==> src/rtl/fan_pwm_pkg.sv <==
package fan_pwm_pkg;
  localparam int DATA_W   = 32;
  localparam int DUTY_W   = 8;
  localparam int RPM_W    = 16;
  localparam int DUTY_MAX = (1 << DUTY_W) - 1;

  // Field positions inside the control word
  localparam int RUN_BIT  = 0;
  localparam int MODE_BIT = 1;
  localparam int DUTY_LSB = 16;

  // Word indices (byte offset / 4)
  localparam int IDX_CTRL  = 0;
  localparam int IDX_LIMIT = 1;

  typedef struct packed {
    logic [RPM_W-1:0]  rpm_max;
    logic [DUTY_W-1:0] duty;
    logic              mode;
    logic              run;
  } fan_cfg_t;
endpackage

==> src/rtl/fan_pwm_regs.sv <==
module fan_pwm_regs
  import fan_pwm_pkg::*;
#(
  parameter int ADDR_W = 4
) (
  input  logic              clk,
  input  logic              rst_n,
  input  logic [ADDR_W-1:0] addr,
  input  logic              wr_en,
  input  logic [DATA_W-1:0] wr_data,
  output logic [DATA_W-1:0] rd_data,
  output fan_cfg_t          cfg
);
  localparam int IDX_W = ADDR_W - 2;

  logic [IDX_W-1:0] idx;
  logic             hit_ctrl, hit_limit;

  assign idx       = addr[ADDR_W-1:2];
  assign hit_ctrl  = (idx == IDX_W'(IDX_CTRL));
  assign hit_limit = (idx == IDX_W'(IDX_LIMIT));

  always_ff @(posedge clk or negedge rst_n) begin
    if (!rst_n) begin
      cfg <= '0;
    end else if (wr_en) begin
      if (hit_ctrl) begin
        cfg.run  <= wr_data[RUN_BIT];
        cfg.mode <= wr_data[MODE_BIT];
        cfg.duty <= wr_data[DUTY_LSB +: DUTY_W];
      end
      if (hit_limit) begin
        cfg.rpm_max <= wr_data[RPM_W-1:0];
      end
    end
  end

  always_comb begin
    rd_data = '0;
    if (hit_ctrl) begin
      rd_data[RUN_BIT]                 = cfg.run;
      rd_data[MODE_BIT]                = cfg.mode;
      rd_data[DUTY_LSB +: DUTY_W]      = cfg.duty;
    end else if (hit_limit) begin
      rd_data[RPM_W-1:0]               = cfg.rpm_max;
    end
  end

  // a write to an unmapped word leaves the whole configuration unchanged
  a_r3_unmapped_ignored: assert property (@(posedge clk) disable iff (!rst_n)
    (wr_en && !hit_ctrl && !hit_limit) |=> $stable(cfg));

  // a write elsewhere never alters the run/duty state
  a_r2_ctrl_only_by_ctrl: assert property (@(posedge clk) disable iff (!rst_n)
    (!(wr_en && hit_ctrl)) |=> ($stable(cfg.run) && $stable(cfg.duty) && $stable(cfg.mode)));
endmodule

==> src/rtl/fan_pwm_scale.sv <==
module fan_pwm_scale
  import fan_pwm_pkg::*;
#(
  parameter int PCYC = 255,
  parameter int CW   = 8
) (
  input  logic [DUTY_W-1:0] duty,
  output logic [CW-1:0]     cmp
);
  localparam int PW = DUTY_W + CW;

  logic [PW-1:0] prod;

  // Constant multiply and constant divide: floor(duty * PCYC / DUTY_MAX)
  assign prod = PW'(duty) * PW'(PCYC);
  assign cmp  = CW'(prod / PW'(DUTY_MAX));
endmodule

==> src/rtl/fan_pwm_gen.sv <==
module fan_pwm_gen #(
  parameter int PCYC = 255,
  parameter int CW   = 8
) (
  input  logic          clk,
  input  logic          rst_n,
  input  logic          run,
  input  logic [CW-1:0] cmp,
  output logic          pwm_o
);
  localparam logic [CW-1:0] LAST = CW'(PCYC - 1);
  localparam logic [CW-1:0] FULL = CW'(PCYC);

  logic [CW-1:0] cnt;
  logic          pwm_q;

  always_ff @(posedge clk or negedge rst_n) begin
    if (!rst_n) begin
      cnt   <= '0;
      pwm_q <= 1'b0;
    end else if (!run) begin
      cnt   <= '0;
      pwm_q <= 1'b0;
    end else begin
      pwm_q <= (cnt < cmp);
      cnt   <= (cnt == LAST) ? '0 : cnt + 1'b1;
    end
  end

  assign pwm_o = pwm_q;

  // stopped means low on the following cycle
  a_r7_stop_low: assert property (@(posedge clk) disable iff (!rst_n)
    !run |=> !pwm_o);
  // stopping discards the phase
  a_r7_phase_cleared: assert property (@(posedge clk) disable iff (!rst_n)
    !run |=> (cnt == '0));
  // the phase never leaves the period
  a_r4_phase_range: assert property (@(posedge clk) disable iff (!rst_n)
    cnt <= LAST);
  // full-scale compare keeps the output high
  a_r5_full_high: assert property (@(posedge clk) disable iff (!rst_n)
    (run && cmp == FULL) |=> pwm_o);
  // zero compare keeps the output low
  a_r5_zero_low: assert property (@(posedge clk) disable iff (!rst_n)
    (cmp == '0) |=> !pwm_o);
  // the scaled compare never exceeds the period
  a_r5_cmp_bound: assert property (@(posedge clk) disable iff (!rst_n)
    cmp <= FULL);
endmodule

==> src/rtl/fan_pwm_ctrl.sv <==
module fan_pwm_ctrl
  import fan_pwm_pkg::*;
#(
  parameter int CLK_HZ    = 100_000_000,
  parameter int PERIOD_MS = 40,
  parameter int ADDR_W    = 4
) (
  input  logic              clk,
  input  logic              rst_n,
  input  logic [ADDR_W-1:0] addr,
  input  logic              wr_en,
  input  logic [31:0]       wr_data,
  output logic [31:0]       rd_data,
  output logic              pwm_o
);
  localparam longint unsigned PCYC_L = (64'(CLK_HZ) * 64'(PERIOD_MS)) / 64'd1000;
  localparam int PCYC = int'(PCYC_L);
  localparam int CW   = $clog2(PCYC + 1);

  fan_cfg_t      cfg;
  logic [CW-1:0] cmp;

  fan_pwm_regs #(.ADDR_W(ADDR_W)) u_regs (
    .clk     (clk),
    .rst_n   (rst_n),
    .addr    (addr),
    .wr_en   (wr_en),
    .wr_data (wr_data),
    .rd_data (rd_data),
    .cfg     (cfg)
  );

  fan_pwm_scale #(.PCYC(PCYC), .CW(CW)) u_scale (
    .duty (cfg.duty),
    .cmp  (cmp)
  );

  fan_pwm_gen #(.PCYC(PCYC), .CW(CW)) u_gen (
    .clk   (clk),
    .rst_n (rst_n),
    .run   (cfg.run),
    .cmp   (cmp),
    .pwm_o (pwm_o)
  );
endmodule

==> config.mk <==
export PLATFORM = sky130hd
export DESIGN_NAME = fan_pwm_ctrl
export DESIGN_NICKNAME = d
export VERILOG_FILES = /design/src/rtl/fan_pwm_pkg.sv /design/src/rtl/fan_pwm_regs.sv /design/src/rtl/fan_pwm_scale.sv /design/src/rtl/fan_pwm_gen.sv /design/src/rtl/fan_pwm_ctrl.sv
export SDC_FILE = /design/constraint.sdc
export NUM_CORES = 1
export LEC_CHECK = 0
export ABC_AREA = 1
export BUFFER_PORTS_ARGS = -buffer_cell sky130_fd_sc_hd__buf_2
export CORE_AREA = 2 2 131 159
export CTS_CLUSTER_DIAMETER = 120
export CTS_CLUSTER_SIZE = 30
export DETAILED_ROUTE_END_ITERATION = 16
export DIE_AREA = 0 0 133 161
export GPL_ROUTABILITY_DRIVEN = 0
export PLACE_DENSITY = 0.79
export SYNTH_ARGS = -nofsm -noshare
export SYNTH_HDL_FRONTEND = slang
export SYNTH_SLANG_ARGS = --single-unit
==> constraint.sdc <==
create_clock -name clk -period 17.9 [get_ports clk]
set_input_delay 3.58 -clock clk [delete_from_list [all_inputs] [get_ports clk]]
set_output_delay 3.58 -clock clk [all_outputs]
set_load 0.01 [all_outputs]
==> results <==
- The largest net degree at the start of global routing is 50.
- The tree is rooted in a clkbuf_16.
- The critical path startpoint is u_regs.cfg[6]$_DFFE_PN0P_.
- Timing would allow up to 58.13 MHz.
- The number of nets at the end of the flow is 2158.
- The area growth from synthesis to final layout is 26.17%.
- The count of final max-slew check failures is 0.
- The area of the multi-input gates is 0.009990 mm^2.
- The total count of hold-check failures in the final report came to 0.
- The number of antenna-violating nets in the routed design is 0.
- The utilization after layout is 71.96%.
- The tightest min-delay check is of the flop to flop type.
- The number of design-rule violations left by the first detailed-router iteration is 670.
- The clock tree synthesis step divided the H-tree into 2 levels.
- The sequential cells in the finished layout cover a total of 0.001230 mm^2.
- The worst clock skew is 13.51 ps.
- The worst setup path is captured at a flop.
- The first detailed-routing pass took 6 iterations.
- The clock transition at the registers of the reported paths is 70 ps.
- Among the stages of the critical path, the cell type that occurs most often is nand2_2.
- For the pin with the worst max-slew slack, the measured transition is 909.2 ps.
- Setup repair after global routing could not meet its margin everywhere.
- The synthesized netlist occupies a cell area of 0.01135 mm^2.
- The netlist uses 59 different library cells.
- The clock reaches the later pin of the worst-skew pair after 290 ps.
- The worst relative slew slack is 39.24%.
- The library cell used most frequently in the layout, excluding fill and tap cells, is nand2_1.
- The first global-routing pass estimated 47.55 mm of wire.
- Cells with a size suffix above 1 make up 34.97% of the layout.
- The width of the chip is 133 um.
- Data on the critical path is required at its endpoint by 18080 ps.
- The number of top-level pins is 72.
- The flow ran to the end, and the final reports show no timing, DRC or antenna violations.
- The routed design has 31.28 mm of wire.
- The average size of a mapped cell is 6.246 um^2.
- The worst reg2reg path startpoint is u_regs.cfg[6]$_DFFE_PN0P_.
- Using the TritonRoute via totals, the vias-per-cell ratio works out to 5.437.
- The cell count after synthesis is 1817.
- The CTS tree is yes.
- The total DRC errors in the routed layout is 0.
- The number of max-capacitance violations reported is 0.
- The critical path in this run is classified as flop to flop.
- Across all layers, the routed design uses 12420 vias.
- The worst path in the final design needs a cycle of 17200 ps, including I/O delays and setup.
- The top cell types in the final layout, fill and taps aside, are 386 x nand2_1, 246 x inv_1, 141 x nor2_1.
- The number of global-route vias before repair is 11220.
- In this run the standard cell core region covers 0.01990 mm^2.
- The total of endpoints with negative setup slack in the final report is 0.
- The deepest clock path buffer count is 2.
- The portion of the post-synthesis area used by sequential elements is 10.80%.
- In this run, placement finished with an instance count of 2201.
- In the final routed layout, each cell accounts on average for 13.70 um.
- The slowest stage cell on the critical path is fa_1.
- In this run, synthesis produced a sequential element count of 49.
- The number of warnings printed during yosys synthesis is 0.
- The critical-path maximum fanout is 8.
- Row generation in the floorplan step produced 57 rows.
- The final critical path takes up 96.11% of the cycle.
- The global-route usage over all layers is 25.54%.
- STA classifies the critical path startpoint as a flop.
- The startpoint of the lowest-slack hold path is u_regs.cfg[11]$_DFFE_PN0P_.
- The floorplan step defined a die boundary enclosing 0.02141 mm^2.
- In this run the tool buffered the top-level ports with 53 buffer cells.
- The total clock buffers created by CTS is 5.
- The number of filler instances in the final layout is 1483.
- CTS saw 49 sinks.
- The post-detailed-placement half-perimeter wirelength is 22.88 mm.
- The starting utilization of the core area is 57.03%.
- The filler-free cell count of the finished design is 2284.
- The longest individual stage delay on the worst path is 590 ps.
- The vertical die dimension is 161 um.
- The number of antenna violations at the first check in global routing was 3.
- Summed over all layers, the global routing overflow is 0.
- Data arrives at the worst endpoint at 17380 ps.
## final timing paths
| kind | cells past startpoint | slack (ps) | endpoint |
|---|---|---|---|
| worst min register to register | 2 | 490 | u_regs.cfg[11]$_DFFE_PN0P_ |
| worst max-delay path | 139 | 700 | u_gen.pwm_o$_DFF_PN0_ |
| max in group asynchronous | 2 | 14050 | u_regs.cfg[3]$_DFFE_PN0P_ |
| min in group asynchronous | 2 | 3390 | u_regs.cfg[8]$_DFFE_PN0P_ |
| worst max register to register | 139 | 700 | u_gen.pwm_o$_DFF_PN0_ |
| worst min-delay path | 2 | 490 | u_regs.cfg[11]$_DFFE_PN0P_ |
## flip-flops by register name, summed over array words and instances, names as in the netlist
register     flops
u_regs.cfg      26
u_gen.cnt       22
u_gen.pwm_o      1
## cell usage after synthesis (all sizes together)
cell    count  area share [%]
a211oi      3            0.20
a21boi      1            0.17
a21oi      72             3.5
a22o        1           0.077
a31o        1           0.077
a31oi       4            0.22
and2        2            0.12
buf        12             1.0
bufinv      3            0.46
clkbuf      6            0.20
clkinv      9            0.31
conb        1           0.033
dfrtp      49              11
fa         17             3.0
ha         87             9.6
inv       292             9.7
nand2     590              25
nand3     222              13
nand3b     11            0.73
nand4      42             2.8
nor2      237              11
nor3       19            0.84
nor3b       3            0.20
nor4        4            0.22
o211ai      3            0.20
o21a        3            0.20
o21ai      66             2.9
o21bai      7            0.56
o221a       1           0.099
o221ai      1           0.077
o31ai       1           0.066
o41ai       1           0.077
or2         5            0.28
or3         1           0.055
xnor2       8            0.62
xor2       32             2.5
## layout make-up
class                   instances  area share [%]
inverters                     304           8.397
repair buffers                197           9.708
well taps                     265           2.316
clock inverters                 2          0.2709
clock buffers                   6          0.9000
diodes                          3         0.05243
multi-input cells            1458           69.77
flip-flops and latches         49           8.590
## metrics by stage
step / hold slack, ps / setup TNS [ps] / worst slack [ps] / cell area, um^2
2_1_floorplan: 453.4 / 0 / 921.5 / 11370
3_3_place_gp: 467.3 / 0 / 133.8 / 12430
3_5_place_dp: 473.3 / -278.2 / -278.2 / 12430
4_1_cts: 490.2 / 0 / 47.63 / 12680
5_1_grt: 518.6 / -578.9 / -578.9 / 14310
6_report: 487.6 / 0 / 696.0 / 14320
## kinds of logic (layout without fill, tap and decap cells)
group | Yosys count | after routing | synth area share [%]
XOR/XNOR | 40 | 40 | 3.153
other | 1 | 11 | 0.03304
AO/OA/AOI/OAI | 165 | 166 | 8.501
adder cells (fa/ha/maj) | 104 | 104 | 12.59
AND/OR/NAND/NOR | 1136 | 1140 | 53.26
flip-flops | 49 | 49 | 10.80
buffers and inverters | 322 | 509 | 11.65
## per-layer routing
metal / GRT usage (%) / wire length [um]
met5: 0 / 0
met4: 7.331 / 1106
met3: 1.946 / 1094
met2: 52.14 / 17240
met1: 27.58 / 11840
## what timing repair did
item,4_1_cts,5_1_grt
endpoints found under the hold margin,0,0
pin swaps,2,115
gates cloned,1,4
setup endpoints to repair,1,1
buffers inserted,2,65
hold buffers,0,0
resized for setup,16,259
## critical path: cells and delay by family, from the launching register on
kind                     cells  cell delay (ps)
AO/OA/AOI/OAI                7              940
AND/OR/NAND/NOR            106            10930
buffers and inverters       14             1310
flip-flops                   1              410
adder cells (fa/ha/maj)     12             3450
Power is not shown: default switching activity piles up to over one toggle a cycle in this logic, so the estimate is an artifact.
